===== config.mk =====
export PLATFORM = sky130hd
export DESIGN_NAME = keyed_wdog
export DESIGN_NICKNAME = d
export VERILOG_FILES = /design/src/rtl/keyed_wdog_pkg.sv /design/src/rtl/keyed_wdog_keyseq.sv /design/src/rtl/keyed_wdog_cfg.sv /design/src/rtl/keyed_wdog_counter.sv /design/src/rtl/keyed_wdog.sv
export SDC_FILE = /design/constraint.sdc
export NUM_CORES = 1
export LEC_CHECK = 0
export BUFFER_PORTS_ARGS = -buffer_cell sky130_fd_sc_hd__buf_2
export CAP_MARGIN = 20
export CELL_PAD_IN_SITES_DETAIL_PLACEMENT = 0
export CELL_PAD_IN_SITES_GLOBAL_PLACEMENT = 2
export CORE_MARGIN = 8
export CORE_UTILIZATION = 42
export CTS_BUF_LIST = sky130_fd_sc_hd__clkbuf_8
export DETAILED_ROUTE_END_ITERATION = 8
export GPL_TIMING_DRIVEN = 0
export PLACE_DENSITY_LB_ADDON = 0.1
export SETUP_SLACK_MARGIN = 0.4
export SYNTH_ARGS = -nofsm -noshare
export SYNTH_HDL_FRONTEND = slang
export SYNTH_SLANG_ARGS = --single-unit

===== constraint.sdc =====
create_clock -name clk -period 6.24 [get_ports clk]
set_input_delay 0.312 -clock clk [delete_from_list [all_inputs] [get_ports clk]]
set_output_delay 0.312 -clock clk [all_outputs]
set_load 0.01 [all_outputs]

===== src/rtl/keyed_wdog_pkg.sv =====
package keyed_wdog_pkg;
  localparam int DATA_W = 16;
  localparam int ADDR_W = 2;

  localparam logic [DATA_W-1:0] KEY_REF_FIRST  = 16'h02A6;
  localparam logic [DATA_W-1:0] KEY_REF_SECOND = 16'h80B4;
  localparam logic [DATA_W-1:0] KEY_UNL_FIRST  = 16'h20C5;
  localparam logic [DATA_W-1:0] KEY_UNL_SECOND = 16'h28D9;

  localparam logic [ADDR_W-1:0] ADR_KEY  = 2'd0;
  localparam logic [ADDR_W-1:0] ADR_CTRL = 2'd1;
  localparam logic [ADDR_W-1:0] ADR_TOUT = 2'd2;
  localparam logic [ADDR_W-1:0] ADR_WIN  = 2'd3;

  typedef enum logic [1:0] {
    SEQ_IDLE = 2'd0,
    SEQ_REF  = 2'd1,
    SEQ_UNL  = 2'd2
  } seq_e;

  typedef struct packed {
    logic win_mode;
    logic pre_on;
    logic enable;
  } ctrl_t;
endpackage


===== src/rtl/keyed_wdog_keyseq.sv =====
module keyed_wdog_keyseq
  import keyed_wdog_pkg::*;
#(
  parameter int KEY_GAP = 16
) (
  input  logic              clk,
  input  logic              rst,
  input  logic              key_wr,
  input  logic [DATA_W-1:0] key_data,
  output logic              refresh_ok,
  output logic              refresh_bad,
  output logic              unlock_ok
);
  localparam int GAP_W = $clog2(KEY_GAP + 1);
  localparam logic [GAP_W-1:0] GAP_LAST = GAP_W'(KEY_GAP);

  seq_e             state_q, state_d;
  logic [GAP_W-1:0] gap_q, gap_d;

  always_comb begin
    state_d     = state_q;
    gap_d       = gap_q;
    refresh_ok  = 1'b0;
    refresh_bad = 1'b0;
    unlock_ok   = 1'b0;
    unique case (state_q)
      SEQ_IDLE: begin
        if (key_wr) begin
          if (key_data == KEY_REF_FIRST) begin
            state_d = SEQ_REF;
            gap_d   = GAP_W'(1);
          end else if (key_data == KEY_UNL_FIRST) begin
            state_d = SEQ_UNL;
            gap_d   = GAP_W'(1);
          end else if (key_data == KEY_REF_SECOND) begin
            refresh_bad = 1'b1;
          end
        end
      end
      SEQ_REF: begin
        if (key_wr) begin
          state_d = SEQ_IDLE;
          if (key_data == KEY_REF_SECOND) refresh_ok = 1'b1;
          else refresh_bad = 1'b1;
        end else if (gap_q == GAP_LAST) begin
          state_d     = SEQ_IDLE;
          refresh_bad = 1'b1;
        end else begin
          gap_d = gap_q + GAP_W'(1);
        end
      end
      SEQ_UNL: begin
        if (key_wr) begin
          state_d = SEQ_IDLE;
          if (key_data == KEY_UNL_SECOND) unlock_ok = 1'b1;
        end else if (gap_q == GAP_LAST) begin
          state_d = SEQ_IDLE;
        end else begin
          gap_d = gap_q + GAP_W'(1);
        end
      end
      default: state_d = SEQ_IDLE;
    endcase
  end

  always_ff @(posedge clk) begin
    if (rst) begin
      state_q <= SEQ_IDLE;
      gap_q   <= '0;
    end else begin
      state_q <= state_d;
      gap_q   <= gap_d;
    end
  end

  AST_GAP_BOUND: assert property (@(posedge clk) disable iff (rst)
    (state_q != SEQ_IDLE) |-> (gap_q != '0 && gap_q <= GAP_LAST));
  AST_ONE_OUTCOME: assert property (@(posedge clk) disable iff (rst)
    $countones({refresh_ok, refresh_bad, unlock_ok}) <= 1);
endmodule


===== src/rtl/keyed_wdog_cfg.sv =====
module keyed_wdog_cfg
  import keyed_wdog_pkg::*;
#(
  parameter int               UNLOCK_CYC  = 128,
  parameter logic [DATA_W-1:0] RST_TIMEOUT = 16'd1000,
  parameter logic [DATA_W-1:0] RST_WINDOW  = 16'd0
) (
  input  logic              clk,
  input  logic              rst,
  input  logic              wr_en,
  input  logic [ADDR_W-1:0] wr_addr,
  input  logic [DATA_W-1:0] wr_data,
  input  logic              unlock_ok,
  output ctrl_t             ctrl,
  output logic [DATA_W-1:0] tout_val,
  output logic [DATA_W-1:0] win_val
);
  localparam int UNL_W = $clog2(UNLOCK_CYC + 1);
  localparam logic [UNL_W-1:0] UNL_LOAD = UNL_W'(UNLOCK_CYC);

  logic             first_open_q;
  logic [UNL_W-1:0] unl_q;
  logic             cfg_open;
  logic             wr_ctrl, wr_tout, wr_win;

  assign cfg_open = first_open_q || (unl_q != '0);
  assign wr_ctrl  = wr_en && cfg_open && (wr_addr == ADR_CTRL);
  assign wr_tout  = wr_en && cfg_open && (wr_addr == ADR_TOUT);
  assign wr_win   = wr_en && cfg_open && (wr_addr == ADR_WIN);

  always_ff @(posedge clk) begin
    if (rst) begin
      first_open_q <= 1'b1;
      unl_q        <= '0;
    end else begin
      if (wr_ctrl) first_open_q <= 1'b0;
      if (unlock_ok)          unl_q <= UNL_LOAD;
      else if (wr_ctrl)       unl_q <= '0;
      else if (unl_q != '0)   unl_q <= unl_q - UNL_W'(1);
    end
  end

  always_ff @(posedge clk) begin
    if (rst) begin
      ctrl     <= '{win_mode: 1'b0, pre_on: 1'b0, enable: 1'b1};
      tout_val <= RST_TIMEOUT;
      win_val  <= RST_WINDOW;
    end else begin
      if (wr_ctrl) ctrl     <= ctrl_t'(wr_data[2:0]);
      if (wr_tout) tout_val <= wr_data;
      if (wr_win)  win_val  <= wr_data;
    end
  end

  AST_LOCKED_STABLE: assert property (@(posedge clk) disable iff (rst)
    !cfg_open |=> ($stable(tout_val) && $stable(win_val) && $stable(ctrl)));
  AST_UNLOCK_BOUND: assert property (@(posedge clk) disable iff (rst)
    unl_q <= UNL_LOAD);
  AST_UNLOCK_OPENS: assert property (@(posedge clk) disable iff (rst)
    unlock_ok |=> cfg_open);
endmodule


===== src/rtl/keyed_wdog_counter.sv =====
module keyed_wdog_counter
  import keyed_wdog_pkg::*;
#(
  parameter int PRE_W = 8
) (
  input  logic              clk,
  input  logic              rst,
  input  logic              enable,
  input  logic              pre_on,
  input  logic              tick,
  input  logic              clr,
  output logic [DATA_W-1:0] cnt
);
  logic [PRE_W-1:0] pre_q;
  logic             pre_wrap;

  assign pre_wrap = (pre_q == '1);

  always_ff @(posedge clk) begin
    if (rst || !enable || clr) begin
      pre_q <= '0;
      cnt   <= '0;
    end else if (tick) begin
      if (pre_on) begin
        pre_q <= pre_q + PRE_W'(1);
        if (pre_wrap) cnt <= cnt + DATA_W'(1);
      end else begin
        cnt <= cnt + DATA_W'(1);
      end
    end
  end

  AST_DISABLED_HOLD: assert property (@(posedge clk) disable iff (rst)
    !enable |=> (cnt == '0));
  AST_PRESCALE_STEP: assert property (@(posedge clk) disable iff (rst)
    (enable && pre_on && !clr && tick && !pre_wrap) |=> $stable(cnt));
  AST_NO_TICK_HOLD: assert property (@(posedge clk) disable iff (rst)
    (enable && !clr && !tick) |=> $stable(cnt));
endmodule


===== src/rtl/keyed_wdog.sv =====
module keyed_wdog
  import keyed_wdog_pkg::*;
#(
  parameter int               KEY_GAP     = 16,
  parameter int               UNLOCK_CYC  = 128,
  parameter int               PRE_W       = 8,
  parameter logic [15:0]      RST_TIMEOUT = 16'd1000,
  parameter logic [15:0]      RST_WINDOW  = 16'd0
) (
  input  logic        clk,
  input  logic        rst,
  input  logic        wr_en,
  input  logic [1:0]  wr_addr,
  input  logic [15:0] wr_data,
  input  logic        cnt_tick,
  output logic        rst_req
);
  ctrl_t             ctrl;
  logic [DATA_W-1:0] tout_val, win_val, cnt;
  logic              refresh_ok, refresh_bad, unlock_ok;
  logic              early_refresh, seq_fault, tout_fault, clr_cnt;
  logic              rst_req_q;

  keyed_wdog_keyseq #(.KEY_GAP(KEY_GAP)) u_keyseq (
    .clk         (clk),
    .rst         (rst),
    .key_wr      (wr_en && (wr_addr == ADR_KEY)),
    .key_data    (wr_data),
    .refresh_ok  (refresh_ok),
    .refresh_bad (refresh_bad),
    .unlock_ok   (unlock_ok)
  );

  keyed_wdog_cfg #(
    .UNLOCK_CYC  (UNLOCK_CYC),
    .RST_TIMEOUT (RST_TIMEOUT),
    .RST_WINDOW  (RST_WINDOW)
  ) u_cfg (
    .clk       (clk),
    .rst       (rst),
    .wr_en     (wr_en),
    .wr_addr   (wr_addr),
    .wr_data   (wr_data),
    .unlock_ok (unlock_ok),
    .ctrl      (ctrl),
    .tout_val  (tout_val),
    .win_val   (win_val)
  );

  assign early_refresh = refresh_ok && ctrl.win_mode && (cnt < win_val);
  assign seq_fault     = ctrl.enable && (refresh_bad || early_refresh);
  assign tout_fault    = ctrl.enable && (cnt >= tout_val);
  assign clr_cnt       = refresh_ok && !early_refresh;

  keyed_wdog_counter #(.PRE_W(PRE_W)) u_counter (
    .clk    (clk),
    .rst    (rst),
    .enable (ctrl.enable),
    .pre_on (ctrl.pre_on),
    .tick   (cnt_tick),
    .clr    (clr_cnt),
    .cnt    (cnt)
  );

  always_ff @(posedge clk) begin
    if (rst) rst_req_q <= 1'b0;
    else     rst_req_q <= rst_req_q || seq_fault || tout_fault;
  end

  assign rst_req = rst_req_q;

  AST_REQ_STICKY: assert property (@(posedge clk) disable iff (rst)
    rst_req_q |=> rst_req_q);
  AST_TIMEOUT_REQ: assert property (@(posedge clk) disable iff (rst)
    (ctrl.enable && (cnt >= tout_val)) |=> rst_req_q);
  AST_REFRESH_CLEARS: assert property (@(posedge clk) disable iff (rst)
    (ctrl.enable && refresh_ok && !early_refresh) |=> (cnt == '0));
  AST_EARLY_FAULT: assert property (@(posedge clk) disable iff (rst)
    (ctrl.enable && early_refresh) |=> rst_req_q);
  AST_DISABLED_QUIET: assert property (@(posedge clk) disable iff (rst)
    (!ctrl.enable && !rst_req_q) |=> !rst_req_q);
endmodule


# Yosys cells after proc, flatten, opt, wreduce, memory -nomap -nowiden
# Index checks and enable logic that the tools add are counted.
# W data, S select, Z words.
# op_classes
n_addsub,4
multipliers,0
div_mod_pow,0
magnitude_cmp,2
n_eq_ne,17
n_shift,0
mux,30
n_bitwise,0
n_reduce_logical,29
# ops
cell,count
$eq A16 B14 Y1 const B,2
$mux W16,2
$mux W5,5
$mux W8,3
$add A16 B1 Y16 const B,1
$eq A16 B10 Y1 const B,1
$eq A16 B16 Y1 const B,1
$ge A16 B16 Y1,1
$lt A16 B16 Y1,1
$mux W1,12
$logic_and A1 B1 Y1,10
$mux W2,5
$pmux W5 S2,1
$add A8 B1 Y8 const B,1
$eq A8 B8 Y1 const B,1
$reduce_bool A8 Y1,1
$sub A8 B1 Y8 const B,1
$eq A2 B2 Y1 const B,3
$logic_or A1 B1 Y1,6
$ne A3 B1 Y1 const B,2
$add A5 B1 Y5 const B,1
$eq A5 B5 Y1 const B,1
$reduce_and A5 Y1,1
$eq A2 B1 Y1 const B,2
12 further kinds,17
# totals
register_bits,76
latch_bits,0
ram_bits,0
mem_bits_ro,0
out_inout_bits,1
mem_count,0

# Depth between registers and ports, before layout
# Gate-level depths: netlist of run 1.
# logic_depth
word_depth,10
ltp_mapped,11
depth_no_buf,8

# Modules after synthesis
# Synthesis of run 1 repeated with hierarchy kept, for this count alone.
# unflattened
hier_cells,533
area_unflattened_um2,4707.0
# by_module_without_submodules
mod,n_inst,cells_per_inst,area_each_um2,seq_area_each_um2
keyed_wdog_cfg,1,195,1950.6,880.8
keyed_wdog_counter,1,139,1163.6,480.5
keyed_wdog,1,112,832.0,20.0
keyed_wdog_keyseq,1,87,760.7,140.1

# Worst setup path before layout of run 1
# Ideal clock, no wire load.
# synth_path
kind,register to register
start,register u_cfg.unl_q[0]
end,register u_cfg.unl_q[3]
setup_ns,0.066
arrival_ns,2.451
required_time_ns,6.174
slack_ns,3.723
path_stages_with_launch,10
path_buffers,1
period_less_slack_ns,2.517
cell_sequence,dfxtp_1 > inv_1 > ha_1 > or4b_4 > or4_1 > buf_6 > o21ba_4 > or3_4 > nand2b_4 > a21oi_2
# synth_via
elab_chain_len,5
word_cells_on_any_way,6
classes_between,add/sub: 1; reduce/logical: 5
# synth_lines
element,line,text
start: declaration,keyed_wdog_cfg.sv:22,logic [UNL_W-1:0] unl_q;
start signal: assignment,keyed_wdog_cfg.sv:39,else if (unl_q != '0) unl_q <= unl_q - UNL_W'(1);
"parallel branches: the longest is 5 deep, another holds $sub A8 B1 Y8",n/a,
# Parallel ways; which one is timed is not known.
# A chain may end at the register's enable or synchronous reset.

# Worst setup path after layout of run 1
# layout_path
start,register u_counter.cnt[14]
end,register u_counter.pre_q[4]
# layout_via
elab_chain_len,5
# layout_lines
element,line,text
start: declaration,keyed_wdog_counter.sv:12,output logic [DATA_W-1:0] cnt
start signal: assignment,keyed_wdog_counter.sv:26,if (pre_wrap) cnt <= cnt + DATA_W'(1);
start signal: assignment,keyed_wdog_counter.sv:28,cnt <= cnt + DATA_W'(1);
$lt A16 B16 Y1,keyed_wdog.sv:50,assign early_refresh = refresh_ok && ctrl.win_mode && (cnt < win_val);
$logic_and A1 B1 Y1,keyed_wdog.sv:50,
$logic_not A1 Y1,keyed_wdog.sv:53,assign clr_cnt = refresh_ok && !early_refresh;
$logic_and A1 B1 Y1,keyed_wdog.sv:53,
$logic_or A1 B1 Y1,keyed_wdog_counter.sv:20,if (rst || !enable || clr) begin
end signal: assignment,keyed_wdog_counter.sv:25,pre_q <= pre_q + PRE_W'(1);
end: declaration,keyed_wdog_counter.sv:14,logic [PRE_W-1:0] pre_q;
# Every way passes these cells.

==> results.toml, run 1 <==
[run_status]
status = "finished clean"

[sta]
setup_violations = 0
worst_slew_pin_slew_ns = 0.8383
finalHoldViolCount = 0
fmax_mhz = 358.0
fin_crit_sh = 0.4476
period_minus_slack_ns = 2.793
slew_headroom = 0.4400
clock_skew_ns = 0.01021
fin_tns_setup_ns = 0
rsz0062_at_grt = "false"
finalWorstSetupSlack_ns = 3.447
finalMaxSlewViolations = 0

[hold_path]
min-delay-start = "wr_data[12]"
hp-class = "input port to register"

[yosys]
synth_top_area_frac = 0.3658
ys.flop_type = "dfxtp_1"
netlist_area_um2 = 4159
yosys_warnings = 0
ys_seq_area_frac = 0.3658
synth_top_area_cell = "dfxtp_1"
synth_enable_flop_cells = 0
async_flop_share = 0
syn_inst = 486
synth.net_count = 548
netlist_top_cells_area = "dfxtp_1, ha_1, mux2i_1"
ys_ff_latch = 76
syn_area_per_cell_um2 = 8.558
synth.distinct_cells = 58

[power]
peakVddDrop_uv = 112.7
p_leak_nw = 1.909
p_per_area_nw_per_um2 = 246.1

[clocking]
h-tree-depth = 3
holdBufCountCts = 0
numCtsBuffers = 9
root_buffer = "clkbuf_8"
cts.sinks = 76
clockBufferDepth = 2
cts_tree = "yes"
post_cts_buffers = 0
clkSlewWorstSetupHoldPaths_ns = 0.09
postCtsResizedCells = 0
clk-insertion-delay-late_ns = 0.35

[floorplan]
die_w_um = 115.5
ios = 23
fp-row-count = 36
start_util = 0.4295
die-area_um2 = 13340
coreArea_um2 = 9684
die_h_um = 115.5

[setup_path]
rr_endpoint = "u_counter.pre_q[4]"
worstSetupEndpoint = "u_counter.pre_q[4]"
worstRegToRegCells = 8
crit_required_ns = 6.46
startpoint = "u_counter.cnt[14]"
r2r-start = "u_counter.cnt[14]"
cp_max_fo = 10
endpoint_kind = "register"
critPathLaunchType = "register"
path_class = "register to register"
reg2reg_slack_ns = 3.45
worstPathArrival_ns = 3.01

[detailed_routing]
vias_per_cell = 5.129
vias = 3370
wire_per_inst_um = 15.37
first_iter_violations = 162
firstDrtPassIters = 4
ant_nets = 0
drc_errors = 0
wirelength_um = 10100

[global_routing]
grt_antenna_before_repair = 0
grt_pass1_vias = 3305
grt-ovfl-total = 0
grt_usage = 0.1611
grt_first_pass_wirelength_um = 16750
grt_max_degree = 14

[place]
preCtsSetupSlack_ns = 3.408
placed_cells = 641
gp_congestion = 0.7816
dp_hpwl_um = 7852
io_buffers = 22

[finish]
syn2layout_area_growth_pct = 11.49
final_nets = 581
drive_gt1_frac = 0.1031
fin_util = 0.4788
fin_cells = 657
antenna_cells = 0

[flow_run]
cap_violations = 0
flip-flops by register name, indices dropped and copies added (netlist names):
register / cells
u_counter.cnt: 16
u_keyseq.gap_q: 5
u_cfg.win_val: 16
u_cfg.unl_q: 8
u_counter.pre_q: 8
u_cfg.first_open_q: 1
u_cfg.tout_val: 16
rst_req: 1
u_cfg.ctrl: 3
u_keyseq.state_q: 2
area by class of cell:
cell class              instances  area [um^2]
multi-input cells             351         2396
plain buffers                  14        72.57
flip-flops and latches         76         1521
repair buffers                 22        110.1
fillers                       968         5047
well taps                     133        166.4
clock inverters                 6        63.81
inverters                      45        168.9
clock buffers                  10        137.6
cell usage in the layout (no fill, tap or decap), types with 2 or more instances in the layout:
cell type,instances
dfxtp_1,76
nor2_1,74
inv_1,46
nand2_1,40
ha_1,40
mux2i_1,29
buf_2,23
a21oi_1,20
xnor2_1,17
nand3_1,13
o21ai_0,13
nand4_1,11
clkbuf_1,10
clkbuf_8,10
nor3_1,9
o211ai_1,8
xor2_1,8
nor4_1,6
and2_1,5
or4_1,4
nor3b_1,4
nor4b_1,3
a211oi_1,3
a31oi_1,3
buf_6,2
a21boi_0,2
nand3b_1,2
and4_1,2
a21o_1,2
nor2_2,2
a21oi_2,2
o31ai_1,2
o41ai_1,2
metal layers:
metal  routed length, um  track usage  vias up
li1                    -            -     1749
met1                4872       0.2024     1571
met2                4819       0.2725       40
met3                 302      0.03231       10
met4                 104      0.04466        0
met5                   0            0        -
per-stage QoR:
stage	instance area (um^2)	hold slack [ns]	total power [mW]
4_1_cts	4637	0.2208	1.158
5_1_grt	4637	0.2378	1.203
6_report	4637	0.2331	1.141
3_3_place_gp	4436	0.4572	0.7618
3_5_place_dp	4436	0.4650	0.7646
2_1_floorplan	4159	0.4298	0.7106
worst min-delay path by stage:
| stage | endpoint | slack [ns] | depth (start not counted) |
|---|---|---|---|
| after global routing | u_cfg.tout_val[12] | 0.24 | 3 |
| after CTS | u_cfg.tout_val[12] | 0.22 | 3 |
| final | u_cfg.tout_val[12] | 0.23 | 3 |
| after global placement | u_cfg.first_open_q | 0.46 | 2 |
| after floorplan | u_cfg.ctrl[0] | 0.43 | 1 |
| after detailed placement | u_cfg.first_open_q | 0.46 | 2 |
cell families (layout without fill, tap and decap cells):
kind of cell	count (synthesis)	count (layout)	synth area share
and+or+nand+nor	189	189	0.2253
DFF	76	76	0.3658
AOI/OAI and AO/OA	68	68	0.1080
buffers and inverters	59	97	0.05806
adders and majority gates	40	40	0.1203
muxes	29	29	0.06980
xor gates and xnor gates	25	25	0.05265
cell usage after synthesis, types with 3 or more instances:
cell,instances
dfxtp_1,76
nor2_1,74
inv_1,45
ha_1,40
nand2_1,40
mux2i_1,29
a21oi_1,20
xnor2_1,17
nand3_1,13
o21ai_0,13
nand4_1,11
clkbuf_1,10
nor3_1,9
o211ai_1,8
xor2_1,8
nor4_1,6
and2_1,5
nor3b_1,4
or4_1,4
a211oi_1,3
a31oi_1,3
nor4b_1,3
power breakdown:
group	total, mW	switching [mW]	internal (mW)	leakage [nW]
Clock	0.388	0.192	0.196	0.104
Sequential	0.536	0.0223	0.514	0.617
Combinational	0.217	0.121	0.0954	1.19
worst max-delay path, stage by stage, from the launching register on:
cell and delay, ns:
dfxtp_1 0.39, ha_1 0.31, nand2_1 0.08, nor4_1 0.52
o211ai_1 0.22, nand3_1 0.20, a311o_1 0.40, clkbuf_1 0.45
nor2_1 0.10
(Power assumes the default switching activity.)
==> inputs of run 2 (changes only) <==
- CORE_UTILIZATION: 42 -> 35
- clock period: 6.24 -> 2.4 ns (I/O delays scaled with it)
==> results.toml, run 2 (same netlist as run 1, synthesis figures left out) <==
[detailed_routing]
drc_errors = 0
firstDrtPassIters = 4
ant_nets = 0
wire_per_inst_um = 16.65
vias = 3543
vias_per_cell = 5.076
first_iter_violations = 161
wirelength_um = 11620

[run_status]
violations = "negative setup slack"
status = "complete, but fails checks"

[flow_run]
cap_violations = 0

[power]
p_per_area_nw_per_um2 = 610.3
peakVddDrop_uv = 264.2
p_leak_nw = 2.129

[finish]
antenna_cells = 0
final_cell_mix = "nor2_1, dfxtp_1, inv_1, nand2_1, ha_1"
final_nets = 608
fillers = 1200
largest_registers = "u_cfg.tout_val: 16 flops, u_cfg.win_val: 16 flops, u_counter.cnt: 16 flops"
mostFrequentLayoutCell = "nor2_1"
fin_cells = 698
syn2layout_area_growth_pct = 25.24
drive_gt1_frac = 0.2450

[sta]
whs_ns = 0.02772
worst_slew_pin_slew_ns = 0.6272
fmax_mhz = 404.4
period_minus_slack_ns = 2.472
setup_violations = 25
fin_tns_setup_ns = -1.079
clock_skew_ns = 0.01292
rsz0062_at_grt = "true"
finalMaxSlewViolations = 0
fin_crit_sh = 1.030
slew_headroom = 0.5819
finalHoldViolCount = 0
finalWorstSetupSlack_ns = -0.07250

[place]
preCtsSetupSlack_ns = -0.4883
io_buffers = 22
dp_hpwl_um = 8231
gp_congestion = 0.7619
placed_cells = 655

[setup_path]
critPathLaunchType = "register"
path_class = "register to register"
worstRegToRegCells = 11
cp_max_fo = 5
reg2reg_slack_ns = -0.07
endpoint_kind = "register"
r2r-start = "u_cfg.unl_q[0]"
crit_required_ns = 2.63
rr_endpoint = "u_cfg.win_val[8]"
worstPathArrival_ns = 2.70

[floorplan]
die_h_um = 125.0
fp-row-count = 40
die_w_um = 125.0
ios = 23
die-area_um2 = 15630
coreArea_um2 = 11810
start_util = 0.3521

[hold_path]
hold_depth = 3
hp-class = "input port to register"
holdPathEnd = "u_cfg.win_val[10]"
min-delay-start = "wr_data[10]"

[clocking]
h-tree-depth = 3
cts_tree = "yes"
clockBufferDepth = 2
root_buffer = "clkbuf_8"
cts.sinks = 76
clk-insertion-delay-late_ns = 0.37
clkSlewWorstSetupHoldPaths_ns = 0.09
numCtsBuffers = 9

[global_routing]
grt_usage = 0.1502
grt_pass1_vias = 3425
grt_antenna_before_repair = 0
grt_max_degree = 14
grt_first_pass_wirelength_um = 18240
grt-ovfl-total = 0
[run 2: worst max-delay path by stage]
stage / depth (start not counted) / slack, ns / endpoint / from
2_1_floorplan: 9 / -0.06 / u_cfg.unl_q[3] / u_cfg.unl_q[1]
3_3_place_gp: 8 / -0.43 / u_counter.cnt[14] / u_counter.cnt[14]
3_5_place_dp: 8 / -0.49 / u_counter.pre_q[1] / u_counter.cnt[14]
4_1_cts: 11 / -0.07 / u_cfg.win_val[8] / u_cfg.unl_q[0]
5_1_grt: 11 / -0.18 / u_cfg.win_val[11] / u_cfg.unl_q[0]
6_report: 11 / -0.07 / u_cfg.win_val[8] / u_cfg.unl_q[0]
[run 2: cell type report]
type | count | area (um^2) | share of cell area
multi-input cells | 351 | 2603 | 0.4996
flip-flops and latches | 76 | 1559 | 0.2993
repair buffers | 49 | 380.4 | 0.07302
well taps | 147 | 183.9 | 0.03531
inverters | 45 | 168.9 | 0.03243
clock buffers | 9 | 123.9 | 0.02378
plain buffers | 14 | 121.4 | 0.02330
clock inverters | 7 | 68.82 | 0.01321
[run 2: through the flow]
step / total power [mW] / area (um^2) / util
after floorplan: 1.886 / 4200 / -
after global placement: 2.028 / 4494 / 0.3805
after detailed placement: 2.034 / 4494 / 0.3805
after CTS: 3.201 / 5092 / 0.4311
after global routing: 3.358 / 5209 / 0.4410
final: 3.179 / 5209 / 0.4410
[run 2: critical path, cell delays in order (launching register included)]
cell and delay, ns:
dfxtp_2 0.33, inv_2 0.07, ha_4 0.13, or4b_4 0.45
or4_4 0.42, buf_6 0.14, o21ai_4 0.11, or2_1 0.14
buf_6 0.15, buf_12 0.13, mux2i_1 0.19, nor2_1 0.05
[run 2: timing repair]
| action | CTS | global route |
|---|---|---|
| hold endpoints to repair | 3 | 0 |
| gates cloned | 5 | 0 |
| resized for setup | 55 | 25 |
| buffers inserted | 18 | 2 |
| hold buffers | 2 | 0 |
| pin swaps | 21 | 9 |
| setup endpoints to repair | 69 | 69 |
[run 2: power breakdown]
part	switching [mW]	internal, mW
Sequential	0.0559	1.34
Clock	0.517	0.474
Combinational	0.394	0.400
Total	0.967	2.21
[run 2: routing by layer]
metal,track usage,vias to the layer above,wire [um]
met1,0.1888,1677,5577
met2,0.2448,59,5476
met5,0,-,0
met4,0.06948,0,214
met3,0.02720,14,352
li1,-,1793,-
==> inputs of run 3 (changes only) <==
- ABC_AREA: unset -> 1
- CORE_UTILIZATION: 35 -> 34
==> results.toml, run 3 <==
[yosys]
syn_area_per_cell_um2 = 7.533
ys.flop_type = "dfxtp_1"
syn_inst = 587
synth_top_area_cell = "dfxtp_1"
synth.net_count = 649
async_flop_share = 0
synth_top_area_frac = 0.3441
synth.distinct_cells = 36
netlist_top_cells_count = "inv_1, nand2_1, dfxtp_1, a21oi_1, nor2_1"
netlist_top_cells_area = "dfxtp_1, ha_1, inv_1"
yosys_warnings = 0
ys_ff_latch = 76
synth.most_common_cell = "inv_1"
netlist_area_um2 = 4422
synth_enable_flop_cells = 0
ys_seq_area_frac = 0.3441

[hold_path]
hp-class = "input port to register"
min-delay-start = "wr_data[7]"
hold_depth = 3
holdPathEnd = "u_cfg.tout_val[7]"

[sta]
rsz0062_at_grt = "false"
period_minus_slack_ns = 1.866
slew_headroom = 0.5916
setup_violations = 0
fmax_mhz = 536.0
whs_ns = 0.04238
worst_slew_pin_slew_ns = 0.6125
finalWorstSetupSlack_ns = 0.5343
finalHoldViolCount = 0
finalMaxSlewViolations = 0
fin_tns_setup_ns = 0
fin_crit_sh = 0.7774
clock_skew_ns = 0.006634

[clocking]
clockBufferDepth = 2
cts_tree = "yes"
clk-insertion-delay-late_ns = 0.36
h-tree-depth = 3
clkSlewWorstSetupHoldPaths_ns = 0.08
numCtsBuffers = 9
cts.sinks = 76
root_buffer = "clkbuf_8"

[power]
peakVddDrop_uv = 220.2
p_seq_frac = 0.458
p_leak_nw = 2.255
p_per_area_nw_per_um2 = 588.4
power.internal_mw = 2.116
clkPwrFrac = 0.337
p_switching_mw = 0.9208
switching_share = 0.3033
combPwrFrac = 0.206

[finish]
largest_registers = "u_cfg.tout_val: 16 flops, u_cfg.win_val: 16 flops, u_counter.cnt: 16 flops"
antenna_cells = 0
final_cell_mix = "inv_1, nand2_1, dfxtp_1, a21oi_1, nor2_1"
syn2layout_area_growth_pct = 16.69
mostFrequentLayoutCell = "inv_1"
fin_cells = 804
layout.area.seq_um2 = 1549
drive_gt1_frac = 0.1946
fillers = 1353
multi_input_area_um2 = 2535
final_nets = 689

[setup_path]
worstPathArrival_ns = 2.16
path_class = "register to register"
endpoint_kind = "register"
reg2reg_slack_ns = 0.53
crit_chain = "ha_1 -> a21oi_1 -> a21oi_2 -> nor2_2 -> nand3_2 -> nand3b_1 -> nand3_4 -> clkbuf_16 -> nor2_2"
critPathLaunchType = "register"
crit_path_top_delay_cell = "dfxtp_2"
r2r-start = "u_counter.cnt[11]"
critical-path-top-delay-family = "simple AND/OR/NAND/NOR gates"
cp_max_fo = 5
slowest_delay_ns = 0.36
critical_path_buf_inv_count = 1
crit_required_ns = 2.69
worstRegToRegCells = 9
rr_endpoint = "u_counter.cnt[6]"
crit_top_cell = "nor2_2"

[detailed_routing]
drc_errors = 0
first_iter_violations = 142
vias = 3730
wire_per_inst_um = 14.15
ant_nets = 0
wirelength_um = 11370
firstDrtPassIters = 4
vias_per_cell = 4.639

[place]
preCtsSetupSlack_ns = 0.2137
gp_congestion = 0.7876
placed_cells = 780
io_buffers = 21
dp_hpwl_um = 8957

[global_routing]
grt_antenna_before_repair = 0
grt-ovfl-total = 0
grt_pass1_vias = 3657
grt_usage = 0.1437
grt_first_pass_wirelength_um = 18560
grt_max_degree = 13

[floorplan]
start_util = 0.3490
die-area_um2 = 16910
ios = 23
fp-row-count = 41
die_w_um = 130.0
coreArea_um2 = 12670
die_h_um = 130.0

[flow_run]
cap_violations = 0

[run_status]
status = "finished clean"
run 3: cell count changes after synthesis, sizes merged, moves of 5 or more:
cell / change
clkbuf: -5
xnor2: -9
o21ai: +27
and2: -5
nor4: -6
a21oi: +35
xor2: +9
inv: +52
nand2: +50
nand3: +12
mux2i: -26
run 3: cells by family after synthesis:
family / after synthesis / share of synthesized area
AOI/OAI and AO/OA: 108 / 0.1285
xor gates and xnor gates: 25 / 0.04952
adders and majority gates: 40 / 0.1132
buffers and inverters: 110 / 0.1027
DFF: 76 / 0.3441
muxes: 3 / 0.006791
and+or+nand+nor: 225 / 0.2552
run 3: stage by stage:
step           total power [mW]  instance area, um^2  utilization
2_1_floorplan             1.829                 4422            -
3_3_place_gp              1.977                 4742       0.3742
3_5_place_dp              1.989                 4742       0.3742
4_1_cts                   3.041                 4965       0.3918
5_1_grt                   3.234                 5160       0.4072
6_report                  3.036                 5160       0.4072
run 3: power groups by stage:
stage	combinational [mW]	sequential [mW]	clock [mW]
2_1_floorplan	0.420	1.41	0
3_3_place_gp	0.558	1.42	0
3_5_place_dp	0.568	1.42	0
4_1_cts	0.575	1.39	1.07
5_1_grt	0.712	1.40	1.12
6_report	0.624	1.39	1.02
run 3: what timing repair did:
action / CTS / global route
setup buffers: 1 / 6
pin swaps: 0 / 7
cloned: 0 / 1
setup endpoints to repair: 24 / 57
hold buffers: 0 / 0
hold endpoints to repair: 0 / 0
gates resized for setup: 4 / 37
run 3: worst max path at each step:
stage | cells after the start | slack (ns) | start | endpoint
3_3_place_gp | 11 | 0.22 | u_counter.cnt[5] | u_counter.cnt[12]
5_1_grt | 9 | 0.39 | u_counter.cnt[11] | u_counter.cnt[4]
3_5_place_dp | 11 | 0.21 | u_counter.cnt[5] | u_counter.cnt[11]
6_report | 9 | 0.53 | u_counter.cnt[11] | u_counter.cnt[6]
4_1_cts | 11 | 0.41 | u_counter.cnt[9] | u_counter.cnt[6]
2_1_floorplan | 10 | 0.75 | u_counter.cnt[15] | u_counter.cnt[12]
run 3: layout make-up:
type	instances	share of cell area
flip-flops and latches	76	0.3002
well taps	172	0.04171
repair buffers	29	0.03613
clock inverters	5	0.01018
clock buffers	11	0.02934
multi-input cells	401	0.4913
inverters	98	0.07177
plain buffers	12	0.01940
run 3: per-layer routing:
layer  share of wire  GRT usage  wire length, um  vias up
met2            0.47     0.2374             5385       34
met4          0.0098    0.03552              111        0
met5               0          0                0        -
met3           0.026    0.03998              295        8
li1                -          -                -     1971
met1            0.49     0.1805             5582     1717
run 3: worst reg2reg max path, stage by stage, from the launching register on:
cell       delay (ns)
dfxtp_2          0.36
ha_1             0.32
a21oi_1          0.19
a21oi_2          0.09
nor2_2           0.16
nand3_2          0.08
nand3b_1         0.14
nand3_4          0.16
clkbuf_16        0.22
nor2_2           0.07
